==> src/rtl/wdt_pkg.sv <==
package wdt_pkg;

    typedef enum logic [1:0] {
        ST_OFF   = 2'd0,
        ST_COUNT = 2'd1,
        ST_WARN  = 2'd2,
        ST_FIRE  = 2'd3
    } wdt_state_e;

    localparam logic [7:0] OFS_RELOAD = 8'h70;
    localparam logic [7:0] OFS_CTRL   = 8'h72;
    localparam logic [7:0] OFS_COUNT  = 8'h74;

    localparam int CTRL_EN_BIT = 0;

endpackage

==> src/rtl/wdt_prescale.sv <==
module wdt_prescale #(
    parameter int TICK_DIV = 4
) (
    input  logic clk_i,
    input  logic rst_ni,
    input  logic clr_i,
    output logic tick_o
);
    localparam int CW = (TICK_DIV > 1) ? $clog2(TICK_DIV) : 1;
    localparam logic [CW-1:0] LAST = CW'(TICK_DIV - 1);

    logic [CW-1:0] div_q;

    assign tick_o = (div_q == LAST);

    always_ff @(posedge clk_i or negedge rst_ni) begin
        if (!rst_ni) begin
            div_q <= '0;
        end else if (clr_i || tick_o) begin
            div_q <= '0;
        end else begin
            div_q <= div_q + CW'(1);
        end
    end
endmodule

==> src/rtl/wdt_regs.sv <==
module wdt_regs
    import wdt_pkg::*;
#(
    parameter int DATA_W = 16,
    parameter int ADDR_W = 8
) (
    input  logic              clk_i,
    input  logic              rst_ni,
    input  logic              we_i,
    input  logic [ADDR_W-1:0] addr_i,
    input  logic [DATA_W-1:0] wdata_i,
    input  logic [DATA_W-1:0] count_i,
    input  logic              en_clr_i,
    output logic [DATA_W-1:0] rdata_o,
    output logic [DATA_W-1:0] reload_q_o,
    output logic              reload_wr_o,
    output logic              ctrl_wr_o
);
    logic [DATA_W-1:0] ctrl_q;
    logic hit_reload, hit_ctrl, hit_count;

    always_comb begin
        hit_reload = (addr_i == ADDR_W'(OFS_RELOAD));
        hit_ctrl   = (addr_i == ADDR_W'(OFS_CTRL));
        hit_count  = (addr_i == ADDR_W'(OFS_COUNT));
    end

    assign reload_wr_o = we_i && hit_reload;
    assign ctrl_wr_o   = we_i && hit_ctrl;

    always_ff @(posedge clk_i or negedge rst_ni) begin
        if (!rst_ni) begin
            reload_q_o <= '0;
        end else if (reload_wr_o) begin
            reload_q_o <= wdata_i;
        end
    end

    // A bus write takes priority over the automatic enable clear.
    always_ff @(posedge clk_i or negedge rst_ni) begin
        if (!rst_ni) begin
            ctrl_q <= '0;
        end else if (ctrl_wr_o) begin
            ctrl_q <= wdata_i;
        end else if (en_clr_i) begin
            ctrl_q[CTRL_EN_BIT] <= 1'b0;
        end
    end

    always_comb begin
        if (hit_reload) begin
            rdata_o = reload_q_o;
        end else if (hit_ctrl) begin
            rdata_o = ctrl_q;
        end else if (hit_count) begin
            rdata_o = count_i;
        end else begin
            rdata_o = '0;
        end
    end
endmodule

==> src/rtl/wdt_fsm.sv <==
module wdt_fsm
    import wdt_pkg::*;
#(
    parameter int DATA_W     = 16,
    parameter int WARN_TICKS = 70,
    parameter int RST_PULSE  = 16
) (
    input  logic              clk_i,
    input  logic              rst_ni,
    input  logic              tick_i,
    input  logic              start_i,
    input  logic              stop_i,
    input  logic              kick_i,
    input  logic [DATA_W-1:0] reload_val_i,
    input  logic [DATA_W-1:0] kick_val_i,
    output logic              presc_clr_o,
    output logic              en_clr_o,
    output logic [DATA_W-1:0] count_o,
    output logic              nmi_o,
    output logic              sys_rst_o
);
    localparam int PW = (RST_PULSE > 1) ? $clog2(RST_PULSE) : 1;
    localparam logic [PW-1:0]     PULSE_LAST = PW'(RST_PULSE - 1);
    localparam logic [DATA_W-1:0] WARN_LOAD  = DATA_W'(WARN_TICKS);

    wdt_state_e        state_q, state_d;
    logic [DATA_W-1:0] count_q, count_d;
    logic [PW-1:0]     pcnt_q, pcnt_d;
    logic              run_phase, expiring;

    assign run_phase = (state_q == ST_COUNT) || (state_q == ST_WARN);
    assign expiring  = (count_q <= DATA_W'(1));

    // Next state: arm, expire, kick, halt, bite, recover
    always_comb begin
        state_d = state_q;
        count_d = count_q;
        pcnt_d  = pcnt_q;
        unique case (state_q)
            ST_OFF: begin
                if (start_i) begin
                    state_d = ST_COUNT;
                    count_d = reload_val_i;
                end
            end
            ST_COUNT, ST_WARN: begin
                if (stop_i) begin
                    state_d = ST_OFF;
                end else if (kick_i) begin
                    state_d = ST_COUNT;
                    count_d = kick_val_i;
                end else if (tick_i) begin
                    if (!expiring) begin
                        count_d = count_q - DATA_W'(1);
                    end else if (state_q == ST_COUNT) begin
                        state_d = ST_WARN;
                        count_d = WARN_LOAD;
                    end else begin
                        state_d = ST_FIRE;
                        count_d = '0;
                        pcnt_d  = '0;
                    end
                end
            end
            ST_FIRE: begin
                if (pcnt_q == PULSE_LAST) begin
                    state_d = ST_OFF;
                end else begin
                    pcnt_d = pcnt_q + PW'(1);
                end
            end
        endcase
    end

    always_ff @(posedge clk_i or negedge rst_ni) begin
        if (!rst_ni) begin
            state_q <= ST_OFF;
            count_q <= '0;
            pcnt_q  <= '0;
        end else begin
            state_q <= state_d;
            count_q <= count_d;
            pcnt_q  <= pcnt_d;
        end
    end

    always_comb begin
        nmi_o       = (state_q == ST_WARN);
        sys_rst_o   = (state_q == ST_FIRE);
        en_clr_o    = (state_q == ST_FIRE) && (pcnt_q == PULSE_LAST);
        presc_clr_o = ((state_q == ST_OFF) && start_i) ||
                      (run_phase && !stop_i && kick_i);
        count_o     = count_q;
    end
endmodule

==> src/rtl/wdog_pretimeout.sv <==
module wdog_pretimeout
    import wdt_pkg::*;
#(
    parameter int DATA_W     = 16,
    parameter int ADDR_W     = 8,
    parameter int TICK_DIV   = 12800000,
    parameter int WARN_TICKS = 70,
    parameter int RST_PULSE  = 16
) (
    input  logic              clk_i,
    input  logic              rst_ni,
    input  logic              bus_we_i,
    input  logic [ADDR_W-1:0] bus_addr_i,
    input  logic [DATA_W-1:0] bus_wdata_i,
    output logic [DATA_W-1:0] bus_rdata_o,
    output logic              nmi_o,
    output logic              sys_rst_o
);
    logic [DATA_W-1:0] reload_q, count;
    logic reload_wr, ctrl_wr, en_clr, presc_clr, tick;
    logic start, stop;

    assign start = ctrl_wr &&  bus_wdata_i[CTRL_EN_BIT];
    assign stop  = ctrl_wr && !bus_wdata_i[CTRL_EN_BIT];

    wdt_regs #(
        .DATA_W (DATA_W),
        .ADDR_W (ADDR_W)
    ) u_regs (
        .clk_i       (clk_i),
        .rst_ni      (rst_ni),
        .we_i        (bus_we_i),
        .addr_i      (bus_addr_i),
        .wdata_i     (bus_wdata_i),
        .count_i     (count),
        .en_clr_i    (en_clr),
        .rdata_o     (bus_rdata_o),
        .reload_q_o  (reload_q),
        .reload_wr_o (reload_wr),
        .ctrl_wr_o   (ctrl_wr)
    );

    wdt_prescale #(
        .TICK_DIV (TICK_DIV)
    ) u_presc (
        .clk_i  (clk_i),
        .rst_ni (rst_ni),
        .clr_i  (presc_clr),
        .tick_o (tick)
    );

    wdt_fsm #(
        .DATA_W     (DATA_W),
        .WARN_TICKS (WARN_TICKS),
        .RST_PULSE  (RST_PULSE)
    ) u_fsm (
        .clk_i        (clk_i),
        .rst_ni       (rst_ni),
        .tick_i       (tick),
        .start_i      (start),
        .stop_i       (stop),
        .kick_i       (reload_wr),
        .reload_val_i (reload_q),
        .kick_val_i   (bus_wdata_i),
        .presc_clr_o  (presc_clr),
        .en_clr_o     (en_clr),
        .count_o      (count),
        .nmi_o        (nmi_o),
        .sys_rst_o    (sys_rst_o)
    );
endmodule

==> config.mk <==
export PLATFORM = sky130hd
export DESIGN_NAME = wdog_pretimeout
export DESIGN_NICKNAME = d
export VERILOG_FILES = /design/src/rtl/wdt_pkg.sv /design/src/rtl/wdt_prescale.sv /design/src/rtl/wdt_regs.sv /design/src/rtl/wdt_fsm.sv /design/src/rtl/wdog_pretimeout.sv
export SDC_FILE = /design/constraint.sdc
export NUM_CORES = 1
export LEC_CHECK = 0
export ABC_AREA = 1
export CORE_MARGIN = 2
export CORE_UTILIZATION = 25
export DETAILED_ROUTE_END_ITERATION = 8
export GPL_TIMING_DRIVEN = 0
export MAX_ROUTING_LAYER = met4
export PLACE_DENSITY = 0.45
export SETUP_SLACK_MARGIN = 0.1
export SYNTH_ARGS = -nofsm -noshare
export SYNTH_HDL_FRONTEND = slang
export SYNTH_SLANG_ARGS = --single-unit
==> constraint.sdc <==
create_clock -name clk_i -period 3.06 [get_ports clk_i]
set_input_delay 0.306 -clock clk_i [delete_from_list [all_inputs] [get_ports clk_i]]
set_output_delay 0.306 -clock clk_i [all_outputs]
set_load 0.02 [all_outputs]
# Word level (Yosys, flattened, before mapping)
# Index checks and enable logic that the tools add are counted.
# word_totals
register_bits	78
latch_bits	0
ramBits	0
mem_bits_ro	0
inputBits	27
output_inout_bits	18
n_memories	0
# classes
addsub	3
multipliers	0
div_mod_pow	0
n_lt_le_gt_ge	1
eq_ne	19
shift	0
n_mux	28
bitwise	0
reduce_logical	21
# ops
operator	count
$mux W16	8
$pmux W16 S2	1
$add A24 B1 Y24 const B	1
$eq A24 B24 Y1 const B	1
$eq A8 B7 Y1 const B	3
$mux W24	1
$mux W4	6
$le A16 B1 Y1 const B	1
$sub A16 B1 Y16 const B	1
$mux W2	6
$ne A2 B2 Y1 const B	5
$logic_and A1 B1 Y1	8
$pmux W4 S2	1
$reduce_and A4 Y1	2
$mux W7	1
$reduce_and A7 Y1	1
$ne A2 B1 Y1 const B	3
$pmux W2 S3	1
$reduce_bool A2 Y1	3
$add A4 B1 Y4 const B	1
$eq A2 B2 Y1 const B	2
$eq A4 B4 Y1 const B	1
$ne A4 B1 Y1 const B	1
$ne A4 B2 Y1 const B	1
other kinds (7)	12

# Depth between registers and ports, before layout
# Gate-level depths: netlist of run 1.
# logic_depth
depth_word	9
mapped_depth	13
mapped_depth_nobuf	13

# Hierarchy
# A second synthesis of run 1 with hierarchy kept.
# unflattened
cells_unflattened	751
area_unflattened_um2	5161.2
# modules_own_cells
mod	instances	cells_each	area_each_um2
wdt_fsm	1	315	1916.8
wdt_regs	1	234	1813.0
wdt_prescale	1	198	1413.9
wdog_pretimeout	1	4	17.5

# Worst setup path after synthesis of run 1
# OpenSTA, ideal clock, no wires.
# synth_path
path_type	register to register
startpoint	register u_presc.div_q[0]
endpoint	register u_fsm.count_q[10], in the netlist u_fsm.count_o[10]
t_arrival_ps	1593
setup_slack_ps	1347
stages_incl_launch_ff	12
synth_period_minus_slack_ps	1713
path_cell_list	dfrtp_1 > ha_1 > nand2_2 > nor2_4 > and2_4 > buf_6 > nand3_4 > nand2_4 > nand2_4 > buf_6 > o21ai_0 > nand2_1
# synth_via
elab_chain_len	3
# synth_rtl
item	line_no	text
from (decl)	wdt_prescale.sv:12	logic [CW-1:0] div_q;
from (signal assigned)	wdt_prescale.sv:22	div_q <= div_q + CW'(1);
$eq A24 B24 Y1	wdt_prescale.sv:14	assign tick_o = (div_q == LAST);
$ne A3 B2 Y1 (no line)	-	
$reduce_and A4 Y1 (no line)	-	
to (signal assigned)	wdt_fsm.sv:82	count_q <= count_d;
to (decl)	wdt_fsm.sv:27	logic [DATA_W-1:0] count_q, count_d;
# Every way passes these cells.
# A chain may end at the register's enable or synchronous reset.

# Worst setup path in the final report of run 1
# layout_path
startpoint	input bus_addr_i[1]
endpoint	output bus_rdata_o[14]
# layout_via
elab_chain_len	4
elab_cells_between_ends	6
# layout_rtl
item	line_no	text
from (decl)	wdog_pretimeout.sv:13	input logic [ADDR_W-1:0] bus_addr_i,
$eq A8 B7 Y1	wdt_regs.sv:25	hit_count = (addr_i == ADDR_W'(OFS_COUNT));
$mux W16	wdt_regs.sv:55	end else if (hit_count) begin
$mux W16	wdt_regs.sv:53	end else if (hit_ctrl) begin
$mux W16 (*)	wdt_regs.sv:51	if (hit_reload) begin
to (decl)	wdog_pretimeout.sv:15	output logic [DATA_W-1:0] bus_rdata_o,
# Mark *: on every way between the ends. The rest lies on a longest branch, timed or not.

==> results of run 1 <==
logic make-up after synthesis:
logic type | after synthesis | share of synthesized area
AO/OA/AOI/OAI | 71 | 0.0843
flip-flops | 78 | 0.394
XOR/XNOR | 18 | 0.0318
AND/OR/NAND/NOR | 427 | 0.372
buffers and inverters | 117 | 0.0956
adder cells (fa/ha/maj) | 9 | 0.0227
state kept, by name, indices dropped and copies added (netlist names):
| register | flops |
|---|---|
| u_fsm.count_o | 16 |
| u_fsm.pcnt_q | 4 |
| u_fsm.state_q | 2 |
| u_presc.div_q | 24 |
| u_regs.ctrl_q | 16 |
| u_regs.reload_q_o | 16 |
power by group:
| part | switching, mW | total, mW | leakage, nW | internal [mW] |
|---|---|---|---|---|
| registers | 0.198 | 1.43 | 0.967 | 1.24 |
| logic | 1.37 | 2.08 | 1.87 | 0.706 |
| clock network | 0.463 | 1.06 | 0.138 | 0.593 |
Yosys cell counts:
master    instances
buf_2             4
xnor2_1           6
dfrtp_1          78
inv_1            95
buf_6             2
nor2_8            1
a21oi_1           4
nand2_1         234
nand3_1          59
and3_2            1
o21ai_2           1
o211ai_1         12
or2_2             3
buf_1             1
nand2_4           3
nor2_2            2
and2_4            1
inv_2             2
a31oi_1           1
nand3b_1          2
and2_1            1
ha_1              9
o22ai_1           1
clkbuf_1         11
nor2_4            2
o211ai_2          1
o21ai_0          40
nor2_1           88
nor4_1            1
nand3_4           2
buf_4             1
xor2_1           12
nor3_1           15
o21ai_1           6
nand4_1           9
buf_8             1
nand2_2           2
o221ai_1          5
nand3_2           1
what timing repair did:
action,in CTS,in global routing
setup endpoints to repair,10,10
pin swaps,0,0
setup buffers,0,0
resized for setup,3,6
hold endpoints to repair,23,0
hold buffers,1,0
area by class of cell:
type / count / area [um^2]
Timing Repair Buffer: 46 / 475
Fill cell: 2152 / 13400
Clock inverter: 5 / 33.8
Multi-Input combinational cell: 525 / 2540
Tap cell: 265 / 332
Clock buffer: 11 / 253
Inverter: 97 / 364
Buffer: 20 / 114
Sequential cell: 78 / 1950
worst paths after layout:
check / from / slack (ps) / to / depth (start not counted)
hold reg to reg: u_regs.ctrl_q[13] / 480 / u_regs.ctrl_q[13] / 2
max in group asynchronous: rst_ni / 2040 / u_regs.reload_q_o[10] / 3
setup reg to reg: u_presc.div_q[0] / 960 / u_fsm.count_o[13] / 12
hold / removal: rst_ni / 410 / u_presc.div_q[18] / 2
min in group clk_i: u_regs.ctrl_q[13] / 480 / u_regs.ctrl_q[13] / 2
setup / recovery: bus_addr_i[1] / 300 / bus_rdata_o[14] / 8
metrics by stage:
stage / cells / setup TNS [ps]
floorplan: 720 / 0
global placement: 1029 / -112740
detailed placement: 1030 / -82.4
CTS: 1047 / 0
global route: 1047 / 0
finish: 1047 / 0
routing by layer:
metal / vias up / part of all wire / GRT usage
li1: 2385 / - / -
met4: 0 / 0.013 / 0.0445
met5: - / 0 / -
met3: 12 / 0.033 / 0.0201
met1: 2031 / 0.56 / 0.243
met2: 100 / 0.40 / 0.207
==> impl_metrics.env, run 1 <==
export IMPL_clockBufferDepth=2
export IMPL_yosys_warnings=0
export IMPL_worstSetupPathType="input pin to output port"
export IMPL_die_h_um=145
export IMPL_whs_ps=414
export IMPL_tightest_slew_ps=712
export IMPL_crit_arrival_ps=2450
export IMPL_critPathRequiredTime_ps=2750
export IMPL_synthesis_area_mm2=0.00496
export IMPL_cts_root_buf="clkbuf_16"
export IMPL_ys_seq_elements=78
export IMPL_hold_path_class="input pin to async pin"
export IMPL_report_final_slew_viol_count=0
export IMPL_endpoint_kind="output port"
export IMPL_slowest_stage="clkdlybuf4s50_1"
export IMPL_gp_congestion=0.823
export IMPL_final_setup_skew_ps=9.47
export IMPL_start_util=0.255
export IMPL_critPathMostFrequentCell="clkdlybuf4s50_1"
export IMPL_setup_ws_ps=300
export IMPL_final_core_util=0.312
export IMPL_pwr_density_cell_mw_per_mm2=754
export IMPL_mostFrequentLayoutCells="nand2_1 (233), inv_1 (94), nor2_1 (88), dfrtp_1 (78), nand3_1 (59)"
export IMPL_grt_antenna_before_repair=0
export IMPL_vdd_ir_drop_max_v=0.000318
export IMPL_cp_start_kind="input pin"
export IMPL_cts_inserted_buffers=9
export IMPL_synth_area_per_cell_um2=6.89
export IMPL_fin_nets=813
export IMPL_die_x_um=145
export IMPL_clock_fmax_ghz=0.362
export IMPL_cap_violations=0
export IMPL_drt_wirelength_per_cell_um=13.9
export IMPL_cp_top_family="buffers and inverters"
export IMPL_die_area_mm2=0.0210
export IMPL_critPathMaxFanout=10
export IMPL_num_io_pins=45
export IMPL_cellLeakagePower_nw=2.97
export IMPL_drt_total_wl_mm=14.6
export IMPL_synth_top_area_frac=0.394
export IMPL_grtUsageTotal=0.156
export IMPL_vias_per_cell=4.32
export IMPL_cts_tree="done"
export IMPL_clk_latency_ps=340
export IMPL_synth_distinct_cells=39
export IMPL_power_total_mw=4.57
export IMPL_drc=0
export IMPL_cts_sinks=78
export IMPL_slew_headroom=0.526
export IMPL_drive_gt1_frac=0.0691
export IMPL_gr_total_overflow=0
export IMPL_synth_seq_area_share=0.394
export IMPL_finalCriticalPeriod_ps=2760
export IMPL_dr_pass1_iters=5
export IMPL_hold_viol=0
export IMPL_post_route_period_util=0.902
export IMPL_vias=4528
export IMPL_grt_max_degree=56
export IMPL_hpwlAfterDp_mm=10.9
export IMPL_portBuffers=44
export IMPL_outcome="complete, no violations"
export IMPL_slowest_delay_ps=650
export IMPL_synth_area_top_cells="dfrtp_1 (39%), nand2_1 (18%), inv_1 (7.2%)"
export IMPL_setup_viol=0
export IMPL_rsz0062_at_grt="false"
export IMPL_grt_pass1_vias=4418
export IMPL_syn_inst=720
export IMPL_rows=51
export IMPL_critical_path_cell_chain="clkdlybuf4s50_1, inv_1, nand2_1, nor3_2, nand2_2, clkbuf_2, o211ai_1, clkdlybuf4s50_1"
export IMPL_grt_first_pass_wirelength_mm=24.3
export IMPL_dr_first_iter_drc_count=320
export IMPL_mostFrequentLayoutCell="nand2_1"
export IMPL_post_place_ws_ps=-65.1
export IMPL_clkTransAtPathRegs_ps=70
export IMPL_htreeDepth=3
export IMPL_postLayoutCellArea_mm2=0.00606
export IMPL_place_area_mm2=0.00576
export IMPL_synth_nets=756
export IMPL_yosysTopAreaCell="dfrtp_1"
export IMPL_antennaDiodeCount=0
export IMPL_core_area_mm2=0.0195
export IMPL_critical_path_buf_inv_count=4
export IMPL_ant_nets=0
export IMPL_area_delta_synth_final_pct=22.3
Power figures use the tool's default switching activity.
==> run 2, diff against run 1 <==
Settings changed: MAX_ROUTING_LAYER met4 to not set, SYNTH_HIERARCHICAL set to 1.
==> run 2 against run 1 <==
Utilization down 0.29 points. Design area grew 3.0%. Sequential power barely moved. Global-route usage increased by 0.68 points. Count of clock-buffer cells in the layout shrank 2. Non-clock buffer count rose by 10. Critical endpoint is now bus_rdata_o[3]. Register-to-register slack got worse by 260 ps. Via count rose by 11%.
==> impl_metrics.env, run 2 <==
export IMPL_outcome="complete, no violations"
export IMPL_synth_top_area_frac=0.378
export IMPL_synth_most_common_cell="nand2_1"
export IMPL_portBuffers=43
export IMPL_dr_first_iter_drc_count=285
export IMPL_clk_latency_ps=350
export IMPL_grt_max_degree=45
export IMPL_gr_total_overflow=0
export IMPL_p_sw_frac=0.453
export IMPL_dr_pass1_iters=5
export IMPL_regArea_mm2=0.00195
export IMPL_r2r_start="u_presc/div_q[0]"
export IMPL_gp_congestion=0.876
export IMPL_hold_path_class="input pin to register"
export IMPL_core_area_mm2=0.0202
export IMPL_setup_viol=0
export IMPL_grt_first_pass_wirelength_mm=27.2
export IMPL_fillers=2216
export IMPL_cellLeakagePower_nw=3.00
export IMPL_tightest_slew_ps=539
export IMPL_cts_inserted_buffers=9
export IMPL_antennaDiodeCount=0
export IMPL_die_x_um=148
export IMPL_hold_viol=0
export IMPL_critical_path_buf_inv_count=4
export IMPL_vdd_ir_drop_max_v=0.000320
export IMPL_syn_inst=751
export IMPL_critPathRequiredTime_ps=2750
export IMPL_ys_flop_type="dfrtp_1"
export IMPL_cts_root_buf="clkbuf_16"
export IMPL_worstSetupPathType="input pin to output port"
export IMPL_ys_seq_elements=78
export IMPL_area_delta_synth_final_pct=21.0
export IMPL_crit_arrival_ps=2390
export IMPL_slowest_delay_ps=630
export IMPL_drive_gt1_frac=0.106
export IMPL_synth_common_cells="nand2_1 (239), nor2_1 (115), nand3_1 (98)"
export IMPL_critPathMaxFanout=10
export IMPL_slew_headroom=0.641
export IMPL_intPower_mw=2.41
export IMPL_mostFrequentLayoutCells="nand2_1 (239), nor2_1 (115), nand3_1 (98), dfrtp_1 (78), inv_1 (50)"
export IMPL_hpwlAfterDp_mm=13.3
export IMPL_synth_edf_count=0
export IMPL_report_final_slew_viol_count=0
export IMPL_fin_nets=842
export IMPL_rsz0062_at_grt="false"
export IMPL_synth_nets=786
export IMPL_final_core_util=0.309
export IMPL_clkTransAtPathRegs_ps=70
export IMPL_post_route_period_util=0.880
export IMPL_drc=0
export IMPL_multi_input_area_mm2=0.00285
export IMPL_clock_fmax_ghz=0.371
export IMPL_slowest_stage="clkdlybuf4s50_1"
export IMPL_endpoint_kind="output port"
export IMPL_grtUsageTotal=0.163
export IMPL_grt_pass1_vias=4899
export IMPL_p_comb_frac=0.434
export IMPL_yosys_warnings=6
export IMPL_rows=52
export IMPL_cap_violations=0
export IMPL_power_total_mw=4.41
export IMPL_die_area_mm2=0.0218
export IMPL_pwr_density_cell_mw_per_mm2=706
export IMPL_final_setup_skew_ps=9.58
export IMPL_ant_nets=0
export IMPL_clockPowerShare=0.240
export IMPL_synthesis_area_mm2=0.00516
export IMPL_critical_path_cell_chain="clkdlybuf4s50_1, inv_2, nand2_1, nor2_2, buf_2, nand3_1, nand3_1, clkdlybuf4s50_1"
export IMPL_synth_area_per_cell_um2=6.87
export IMPL_synth_area_top_cells="dfrtp_1 (38%), nand2_1 (17%), nand3_1 (9.5%)"
export IMPL_crit_start="bus_addr_i[3]"
export IMPL_mostFrequentLayoutCell="nand2_1"
export IMPL_pwr_share_seq=0.326
export IMPL_yosysTopAreaCell="dfrtp_1"
export IMPL_synth_distinct_cells=31
export IMPL_ctsResizeCount=0
export IMPL_drt_wirelength_per_cell_um=15.8
export IMPL_synth_seq_area_share=0.378
export IMPL_synth_async_reset_ratio=1.00
export IMPL_holdBufCountCts=1
export IMPL_hp_start="bus_we_i"
export IMPL_die_h_um=148
export IMPL_cp_top_family="buffers and inverters"
export IMPL_drt_total_wl_mm=17.1
export IMPL_finalCriticalPeriod_ps=2690
export IMPL_cts_sinks=78
export IMPL_cts_tree="done"
export IMPL_clockBufferDepth=2
export IMPL_num_io_pins=45
export IMPL_largest_register="u_presc/div_q"
export IMPL_htreeDepth=3
export IMPL_vias_per_cell=4.64
export IMPL_grt_antenna_before_repair=0
export IMPL_p_switching_mw=2.00
export IMPL_cts_setup_buffers=0
export IMPL_cp_start_kind="input pin"
export IMPL_fin_tns_setup_ps=0
export IMPL_vias=5018
export IMPL_start_util=0.255
export IMPL_largest_register_ffs=24
-- run 2: changes by cell type after synthesis, moves of 12 or more --
cell	previous run	this run
nand3_1	59	98
nor2_1	88	115
o21ai_0	40	5
a21oi_1	4	20
buf_2	4	23
nand4_1	9	37
inv_1	95	50
nor3_1	15	0
o211ai_1	12	0
-- run 2: tightest hold or removal path, delay by kind of cell --
| family | cells | cell delay (ps) |
|---|---|---|
| buffers and inverters | 1 | 170 |
| AND/OR/NAND/NOR | 2 | 160 |
-- run 2: final timing paths --
| check | end | slack (ps) | depth (start not counted) |
|---|---|---|---|
| max in group asynchronous | u_fsm/count_o[8] | 2000 | 3 |
| hold / removal | u_regs/reload_q_o[5] | 320 | 3 |
| min in group asynchronous | u_presc/div_q[16] | 470 | 2 |
| setup / recovery | bus_rdata_o[3] | 370 | 8 |
| setup reg to reg | u_fsm/pcnt_q[3] | 700 | 12 |
| hold reg to reg | u_regs/ctrl_q[10] | 470 | 2 |
-- run 2: cell type report --
class / instances / area share
inverters: 54 / 0.0325
multi-input cells: 588 / 0.456
repair buffers: 45 / 0.0745
flip-flops and latches: 78 / 0.312
clock inverters: 7 / 0.00901
well taps: 270 / 0.0541
plain buffers: 31 / 0.0256
clock buffers: 9 / 0.0361
-- run 2: cells by family (layout without fill, tap and decap cells) --
family / after synthesis / after routing / share of synthesized area
buffers and inverters: 85 / 146 / 0.0703
flip-flops: 78 / 78 / 0.378
AO/OA/AOI/OAI: 35 / 35 / 0.0385
AND/OR/NAND/NOR: 527 / 527 / 0.463
adder cells (fa/ha/maj): 8 / 8 / 0.0194
XOR/XNOR: 18 / 18 / 0.0305
-- run 2: metrics by stage --
step                hold slack, ps  setup slack (ps)  std cells  instance area [um^2]
finish                         320               366       1082                  6250
global route                   337               228       1082                  6250
CTS                            311               357       1082                  6250
detailed placement             318               285       1065                  5950
global placement               455             -1550       1064                  5930
floorplan                     10.4              1110        751                  5160
-- run 2: power groups by stage --
| stage | Sequential [mW] | Clock [mW] | Combinational, mW |
|---|---|---|---|
| after floorplan | 1.37 | 0 | 1.42 |
| after global placement | 1.46 | 0 | 1.90 |
| after detailed placement | 1.46 | 0 | 1.90 |
| after CTS | 1.44 | 1.10 | 1.91 |
| after global routing | 1.47 | 1.14 | 2.17 |
| final | 1.44 | 1.06 | 1.91 |
-- run 2: routing by layer --
metal  vias to the layer above  GRT usage  part of all wire
met5                         -          0                 0
met4                         0     0.0471             0.018
met3                        18     0.0312             0.048
met2                       131      0.265              0.47
met1                      2333      0.220              0.47
li1                       2536          -                 -
